--- config.mk ---
export PLATFORM = sky130hd
export DESIGN_NAME = msi_addr_gen
export DESIGN_NICKNAME = d
export VERILOG_FILES = /design/src/rtl/msi_pkg.sv /design/src/rtl/msi_place_regs.sv /design/src/rtl/msi_place_calc.sv /design/src/rtl/msi_msg_hold.sv /design/src/rtl/msi_addr_gen.sv
export SDC_FILE = /design/constraint.sdc
export NUM_CORES = 1
export LEC_CHECK = 0
export ABC_CLOCK_PERIOD_IN_PS = 4500
export BUFFER_PORTS_ARGS = -buffer_cell sky130_fd_sc_hd__buf_2
export CAP_MARGIN = 20
export CORE_AREA = 2 2 146 148
export DETAILED_ROUTE_END_ITERATION = 8
export DIE_AREA = 0 0 148 150
export MAX_ROUTING_LAYER = met4
export PLACE_DENSITY = 0.69
export SLEW_MARGIN = 20
export SYNTH_ARGS = -nofsm -noshare
export SYNTH_HDL_FRONTEND = slang
export SYNTH_HIERARCHICAL = 1
export SYNTH_SLANG_ARGS = --single-unit
--- constraint.sdc ---
create_clock -name clk -period 4.5 [get_ports clk]
set_clock_uncertainty 0.05 [all_clocks]
set_input_delay 0.45 -clock clk [delete_from_list [all_inputs] [get_ports clk]]
set_output_delay 0.45 -clock clk [all_outputs]
set_load 0.02 [all_outputs]
--- src/rtl/msi_pkg.sv ---
// Shared geometry of the placement registers and the target word.
// Assumes a 32-bit register width; field positions are fixed because
// software and the source table both depend on them.
package msi_pkg;

    localparam int unsigned REG_W       = 32;
    localparam int unsigned PAGE_SHIFT  = 12;

    // upper placement register field positions
    localparam int unsigned LOCK_POS    = 31;
    localparam int unsigned GSHIFT_LSB  = 24;
    localparam int unsigned GSHIFT_W    = 5;
    localparam int unsigned HSHIFT_LSB  = 20;
    localparam int unsigned HSHIFT_W    = 3;
    localparam int unsigned GWIDTH_LSB  = 16;
    localparam int unsigned GWIDTH_W    = 3;
    localparam int unsigned HWIDTH_LSB  = 12;
    localparam int unsigned HWIDTH_W    = 4;
    localparam int unsigned BASEHI_W    = 12;

    localparam logic [REG_W-1:0] HI_KEEP_MASK =
        (REG_W'(1) << LOCK_POS) |
        (((REG_W'(1) << GSHIFT_W) - 1) << GSHIFT_LSB) |
        (((REG_W'(1) << HSHIFT_W) - 1) << HSHIFT_LSB) |
        (((REG_W'(1) << GWIDTH_W) - 1) << GWIDTH_LSB) |
        (((REG_W'(1) << HWIDTH_W) - 1) << HWIDTH_LSB) |
        ((REG_W'(1) << BASEHI_W) - 1);

    // target word field positions
    localparam int unsigned HART_W      = 14;
    localparam int unsigned HART_LSB    = 18;
    localparam int unsigned GUEST_W     = 6;
    localparam int unsigned GUEST_LSB   = 12;
    localparam int unsigned IDENT_W     = 11;

    typedef struct packed {
        logic                 lock;
        logic [GSHIFT_W-1:0]  grp_shift;
        logic [HSHIFT_W-1:0]  hart_shift;
        logic [GWIDTH_W-1:0]  grp_width;
        logic [HWIDTH_W-1:0]  hart_width;
        logic [BASEHI_W-1:0]  base_hi;
    } place_cfg_t;

    typedef struct packed {
        logic [HART_W-1:0]    hart;
        logic [GUEST_W-1:0]   guest;
        logic [IDENT_W-1:0]   ident;
    } dest_t;

    function automatic place_cfg_t unpack_hi(input logic [REG_W-1:0] w);
        place_cfg_t c;
        c.lock       = w[LOCK_POS];
        c.grp_shift  = w[GSHIFT_LSB +: GSHIFT_W];
        c.hart_shift = w[HSHIFT_LSB +: HSHIFT_W];
        c.grp_width  = w[GWIDTH_LSB +: GWIDTH_W];
        c.hart_width = w[HWIDTH_LSB +: HWIDTH_W];
        c.base_hi    = w[BASEHI_W-1:0];
        return c;
    endfunction

    function automatic dest_t unpack_target(input logic [REG_W-1:0] w);
        dest_t d;
        d.hart  = w[HART_LSB +: HART_W];
        d.guest = w[GUEST_LSB +: GUEST_W];
        d.ident = w[IDENT_W-1:0];
        return d;
    endfunction

endpackage

--- src/rtl/msi_place_regs.sv ---
// Placement register pair with a keep mask on the upper word and a
// sticky lock. Assumes writes are single-cycle strobes; the lock is
// evaluated on the value held before the write, so the write that sets
// the lock is itself accepted.
module msi_place_regs
    import msi_pkg::*;
(
    input  logic             clk,
    input  logic             rst_n,
    input  logic             lo_we,
    input  logic [REG_W-1:0] lo_wdata,
    input  logic             hi_we,
    input  logic [REG_W-1:0] hi_wdata,
    output logic [REG_W-1:0] lo_q,
    output logic [REG_W-1:0] hi_q
);

    logic locked;
    assign locked = hi_q[LOCK_POS];

    // register update: full lower word, masked upper word, both frozen when locked
    always_ff @(posedge clk) begin
        if (!rst_n) begin
            lo_q <= '0;
            hi_q <= '0;
        end else if (!locked) begin
            if (lo_we) lo_q <= lo_wdata;
            if (hi_we) hi_q <= hi_wdata & HI_KEEP_MASK;
        end
    end

    // once locked, neither register moves
    a_r3_lock_freezes: assert property (@(posedge clk) disable iff (!rst_n)
        locked |=> ($stable(lo_q) && $stable(hi_q)));

    // an unlocked upper write lands with the reserved bits cleared
    a_r2_hi_keep: assert property (@(posedge clk) disable iff (!rst_n)
        (hi_we && !locked) |=> (hi_q == ($past(hi_wdata) & HI_KEEP_MASK)));

    // an unlocked lower write lands whole
    a_r2_lo_whole: assert property (@(posedge clk) disable iff (!rst_n)
        (lo_we && !locked) |=> (lo_q == $past(lo_wdata)));

endmodule

--- src/rtl/msi_place_calc.sv ---
// Combinational page-number builder. Splits the hart index into a
// group part and a per-group hart part, places each at its own shift,
// ORs in the guest index and the base, then forms the byte address.
// Assumes the caller has already zeroed the guest for machine domains.
module msi_place_calc
    import msi_pkg::*;
#(
    parameter int unsigned ADDR_W = 64,
    parameter int unsigned DATA_W = 32
) (
    input  logic [REG_W-1:0]   lo_cfg,
    input  logic [REG_W-1:0]   hi_cfg,
    input  logic [HART_W-1:0]  hart,
    input  logic [GUEST_W-1:0] guest,
    input  logic [IDENT_W-1:0] ident,
    output logic [ADDR_W-1:0]  addr,
    output logic [DATA_W-1:0]  data
);

    localparam int unsigned PPN_W   = ADDR_W - PAGE_SHIFT;
    localparam int unsigned SHAMT_W = GSHIFT_W + 1;

    typedef logic [PPN_W-1:0] ppn_t;

    place_cfg_t          cfg;
    ppn_t                base_ppn;
    ppn_t                hart_wide;
    ppn_t                grp_mask;
    ppn_t                hart_mask;
    ppn_t                guest_mask;
    ppn_t                grp_part;
    ppn_t                hart_part;
    ppn_t                guest_part;
    ppn_t                ppn;
    logic [SHAMT_W-1:0]  grp_shamt;

    assign cfg = unpack_hi(hi_cfg);

    // base page number from the two registers
    always_comb begin
        base_ppn = ppn_t'({cfg.base_hi, lo_cfg});
    end

    // field masks derived from the configured widths
    always_comb begin
        hart_wide  = ppn_t'(hart);
        grp_mask   = (ppn_t'(1) << cfg.grp_width)  - ppn_t'(1);
        hart_mask  = (ppn_t'(1) << cfg.hart_width) - ppn_t'(1);
        guest_mask = (ppn_t'(1) << cfg.hart_shift) - ppn_t'(1);
        grp_shamt  = SHAMT_W'(cfg.grp_shift) + SHAMT_W'(PAGE_SHIFT);
    end

    // place group, hart and guest parts
    always_comb begin
        grp_part   = ((hart_wide >> cfg.hart_width) & grp_mask) << grp_shamt;
        hart_part  = (hart_wide & hart_mask) << cfg.hart_shift;
        guest_part = ppn_t'(guest) & guest_mask;
        ppn        = base_ppn | grp_part | hart_part | guest_part;
    end

    // byte address and data word
    always_comb begin
        addr = {ppn, {PAGE_SHIFT{1'b0}}};
        data = DATA_W'(ident);
    end

endmodule

--- src/rtl/msi_msg_hold.sv ---
// One-entry output stage for the write request. Assumes the loader
// never loads while a request is outstanding; contents hold until the
// downstream side takes them.
module msi_msg_hold #(
    parameter int unsigned ADDR_W = 64,
    parameter int unsigned DATA_W = 32
) (
    input  logic              clk,
    input  logic              rst_n,
    input  logic              load_i,
    input  logic [ADDR_W-1:0] addr_i,
    input  logic [DATA_W-1:0] data_i,
    output logic              valid_o,
    input  logic              ready_i,
    output logic [ADDR_W-1:0] addr_o,
    output logic [DATA_W-1:0] data_o
);

    // capture on load, release on handshake
    always_ff @(posedge clk) begin
        if (!rst_n) begin
            valid_o <= 1'b0;
            addr_o  <= '0;
            data_o  <= '0;
        end else if (load_i) begin
            valid_o <= 1'b1;
            addr_o  <= addr_i;
            data_o  <= data_i;
        end else if (valid_o && ready_i) begin
            valid_o <= 1'b0;
        end
    end

    // a waiting request does not change
    a_r9_hold_stable: assert property (@(posedge clk) disable iff (!rst_n)
        (valid_o && !ready_i) |=> (valid_o && $stable(addr_o) && $stable(data_o)));

    // valid rises after a load
    a_r10_load_raises: assert property (@(posedge clk) disable iff (!rst_n)
        load_i |=> valid_o);

    // valid falls after a handshake
    a_r10_take_drops: assert property (@(posedge clk) disable iff (!rst_n)
        (valid_o && ready_i && !load_i) |=> !valid_o);

    // never load over an outstanding request
    a_r8_no_overwrite: assert property (@(posedge clk) disable iff (!rst_n)
        load_i |-> !valid_o);

endmodule

--- src/rtl/msi_addr_gen.sv ---
// Top level: decodes the target word, forces the guest to zero in a
// machine domain, builds the address from the placement registers and
// holds the resulting write request until it is taken. Assumes
// deliver_en and machine_dom are quasi-static domain settings.
module msi_addr_gen
    import msi_pkg::*;
#(
    parameter int unsigned ADDR_W = 64,
    parameter int unsigned DATA_W = 32
) (
    input  logic              clk,
    input  logic              rst_n,
    input  logic              cfg_lo_we,
    input  logic [31:0]       cfg_lo_wdata,
    input  logic              cfg_hi_we,
    input  logic [31:0]       cfg_hi_wdata,
    output logic [31:0]       cfg_lo_q,
    output logic [31:0]       cfg_hi_q,
    input  logic              machine_dom,
    input  logic              deliver_en,
    input  logic              src_valid,
    input  logic [31:0]       src_target,
    output logic              src_ready,
    output logic              msg_valid,
    output logic [ADDR_W-1:0] msg_addr,
    output logic [DATA_W-1:0] msg_data,
    input  logic              msg_ready
);

    dest_t               dest;
    logic [GUEST_W-1:0]  guest_eff;
    logic [ADDR_W-1:0]   next_addr;
    logic [DATA_W-1:0]   next_data;
    logic                take;

    msi_place_regs u_regs (
        .clk      (clk),
        .rst_n    (rst_n),
        .lo_we    (cfg_lo_we),
        .lo_wdata (cfg_lo_wdata),
        .hi_we    (cfg_hi_we),
        .hi_wdata (cfg_hi_wdata),
        .lo_q     (cfg_lo_q),
        .hi_q     (cfg_hi_q)
    );

    // target decode and machine-domain guest suppression
    always_comb begin
        dest      = unpack_target(src_target);
        guest_eff = machine_dom ? '0 : dest.guest;
    end

    msi_place_calc #(
        .ADDR_W (ADDR_W),
        .DATA_W (DATA_W)
    ) u_calc (
        .lo_cfg (cfg_lo_q),
        .hi_cfg (cfg_hi_q),
        .hart   (dest.hart),
        .guest  (guest_eff),
        .ident  (dest.ident),
        .addr   (next_addr),
        .data   (next_data)
    );

    // accept a source only when enabled and nothing is waiting
    always_comb begin
        src_ready = deliver_en && !msg_valid;
        take      = src_valid && src_ready;
    end

    msi_msg_hold #(
        .ADDR_W (ADDR_W),
        .DATA_W (DATA_W)
    ) u_hold (
        .clk     (clk),
        .rst_n   (rst_n),
        .load_i  (take),
        .addr_i  (next_addr),
        .data_i  (next_data),
        .valid_o (msg_valid),
        .ready_i (msg_ready),
        .addr_o  (msg_addr),
        .data_o  (msg_data)
    );

    // every request address is page aligned
    a_r5_page_aligned: assert property (@(posedge clk) disable iff (!rst_n)
        msg_valid |-> (msg_addr[PAGE_SHIFT-1:0] == '0));

    // data carries only the identity bits
    a_r7_data_narrow: assert property (@(posedge clk) disable iff (!rst_n)
        msg_valid |-> ((msg_data >> IDENT_W) == '0));

endmodule

==> results.toml <==
[logic_synthesis]
ys_seq_elements = 157
synth.distinct_cells = 82
synth_area_sq_um = 9140
synth_edf_count = 0
yosys_most_used_dff = "dfxtp_1"
async_flop_share = 0
synth_warnings = 6
avgSynthCellArea_sq_um = 8.96
ys_seq_area_frac = 0.344
syn_inst = 1020

[sta]
fmax_mhz = 270
final_hold_viol_count = 0
relSlewSlack = 0.333
worst_pin_slew_ns = 1.00
setup_violations = 0
fin_setup_tns_ns = 0
finalMaxSlewViolations = 0
timing.final.crit_share = 0.822
period_needed_ns = 3.70
rsz0062_at_grt = "no"

[global_route]
overflow = 0
grt_max_degree = 144
grt_pass1_vias = 7366
antenna_found_initial = 1
grt_pass1_wl_um = 40000
track_usage = 0.237

[critical_path]
arrival_ns = 3.97
ff2ff_path_depth = 10
criticalPathCategory = "reg2reg"
crit_path_start_kind = "register"
cp-end-kind = "register"
crit_required_ns = 4.77
crit_fanout = 15

[clock_tree]
cts.sinks = 157
cts_made_buffers = 17
cts-root-buf = "clkbuf_16"
htreeDepth = 4
clkSlewWorstSetupHoldPaths_ns = 0.07
ctsHoldBuffers = 0
cts_setup_buffers = 0
clock_path_buffers = 2
cts_tree = "yes"
cts-resized-gates = 0
clk_latency_ns = 0.43

[power]
p_seq_frac = 0.401
peakVddDrop_v = 0.000310
p_int_w = 0.00260
switchingPower_w = 0.00125
p_sw_frac = 0.324
p_total_w = 0.00384
clock_power_share = 0.390
pwr-share-comb = 0.209
p_leak_nw = 4.79
p_per_area_nw_per_um2 = 353

[layout]
mostFrequentLayoutCells = "buf_2 (255), mux2i_1 (177), dfxtp_1 (157)"
num-nets-final = 1330
fillers = 1954
multi_input_area_sq_um = 5270
seq_area_sq_um = 3140
final_common_cell = "buf_2"
layout-area-overhead-vs-synth_pct = 19.0
drive_above_1_share = 0.274

[drt]
drt-total-wl_um = 26400
vias = 7900
routedWlPerCell_um = 17.4
post_drt_via_cell_ratio = 5.22
drc_errors = 0
first_pass_iters = 5
drt_iter0_drc = 495
detail-route-antenna-nets = 0

[run]
drv_cap = 0

[die]
io_pins = 266
placeableCoreArea_sq_um = 20700
num_rows = 53
start_util = 0.442
dieArea_sq_um = 22200
die_w_um = 148
die_h_um = 150

[outcome]
status = "completed"

[placed_design]
gp_congestion = 0.922
numPortBuffers = 256
place.detailed.hpwl_um = 19200

[worst_hold_path]
hold_path_class = "in2reg"
worstHoldPathCells = 3
power groups by stage:
stage	Clock, W	Sequential (W)	Combinational (W)
after CTS	0.00154	0.00154	0.000794
after floorplan	0	0.00163	0.000525
final	0.00150	0.00154	0.000803
after detailed placement	0	0.00157	0.000790
after global routing	0.00159	0.00155	0.000870
after global placement	0	0.00157	0.000786
per-layer routing:
metal	track usage	share of wire	vias to the layer above
met2	0.370	0.46	308
met4	0.0833	0.022	0
met3	0.0695	0.082	40
met5	-	0	-
met1	0.294	0.44	3646
li1	-	-	3906
synth_stat cells (9+ instances only):
library cell | n | area [sq um]
a21oi_1 | 19 | 95.1
nor2b_1 | 110 | 688
mux2i_1 | 177 | 1770
o221ai_1 | 9 | 78.8
buf_4 | 57 | 428
a31oi_1 | 9 | 56.3
o211ai_1 | 9 | 67.6
nor2_1 | 32 | 120
o21ai_0 | 23 | 115
nand3_1 | 13 | 65.1
nor3_1 | 10 | 50.1
inv_1 | 11 | 41.3
mux2_2 | 10 | 113
o21bai_1 | 13 | 97.6
nand2_1 | 143 | 537
dfxtp_1 | 157 | 3140
clkbuf_1 | 32 | 120
buf_2 | 20 | 100
o22a_1 | 9 | 78.8
cell type report:
class | count | share of cell area
Antenna cell | 1 | 0.000230
Clock buffer | 17 | 0.0391
Clock inverter | 15 | 0.0177
Inverter | 15 | 0.00517
Multi-Input combinational cell | 759 | 0.484
Sequential cell | 157 | 0.289
Tap cell | 275 | 0.0316
Timing Repair Buffer | 274 | 0.134
cell families after synthesis:
| family | after synthesis | synth area share |
|---|---|---|
| and+or+nand+nor | 363 | 0.206 |
| AOI/OAI and AO/OA | 164 | 0.132 |
| xor gates and xnor gates | 1 | 0.000958 |
| adders and majority gates | 2 | 0.00274 |
| DFF | 157 | 0.344 |
| buffers and inverters | 139 | 0.0966 |
| other | 2 | 0.000821 |
| muxes | 192 | 0.216 |
stage by stage:
stage | hold WS (ns) | setup WS [ns] | util | std cells | area [sq um]
2_1_floorplan | 0.490 | 1.05 | - | 1055 | 9280
3_3_place_gp | 0.406 | 0.918 | 0.495 | 1479 | 10200
3_5_place_dp | 0.417 | 0.987 | 0.495 | 1479 | 10200
4_1_cts | 0.189 | 0.946 | 0.525 | 1511 | 10900
5_1_grt | 0.194 | 0.507 | 0.526 | 1513 | 10900
6_report | 0.207 | 0.801 | 0.526 | 1513 | 10900
worst max-delay path, stage by stage, from the launching register on:
cell and delay (ns):
dfxtp_1 0.75, mux2i_1 0.45, o22ai_1 0.16, nor4_1 0.57, o32a_1 0.35, nor2_1 0.11
a221oi_1 0.62, buf_4 0.25, o211ai_1 0.08, mux2i_1 0.14, nor2b_1 0.06
registers in the layout, indices dropped and copies added, names as in the netlist:
signal,flops
u_hold/valid_o,1
u_regs/hi_q,28
u_hold/addr_o,64
u_regs/lo_q,32
u_hold/data_o,32
final timing paths:
path	from	endpoint	slack (ns)
worst max-delay path	u_regs/hi_q[13]$_SDFFE_PN0P_	u_hold/addr_o[21]$_SDFFE_PN0P_	0.80
worst min-delay path	cfg_lo_wdata[26]	u_regs/lo_q[26]$_SDFFE_PN0P_	0.21
worst max register to register	u_regs/hi_q[13]$_SDFFE_PN0P_	u_hold/addr_o[21]$_SDFFE_PN0P_	0.80
worst min register to register	u_regs/lo_q[27]$_SDFFE_PN0P_	u_regs/lo_q[27]$_SDFFE_PN0P_	0.43
No activity file was read; power rests on OpenSTA's default activity.
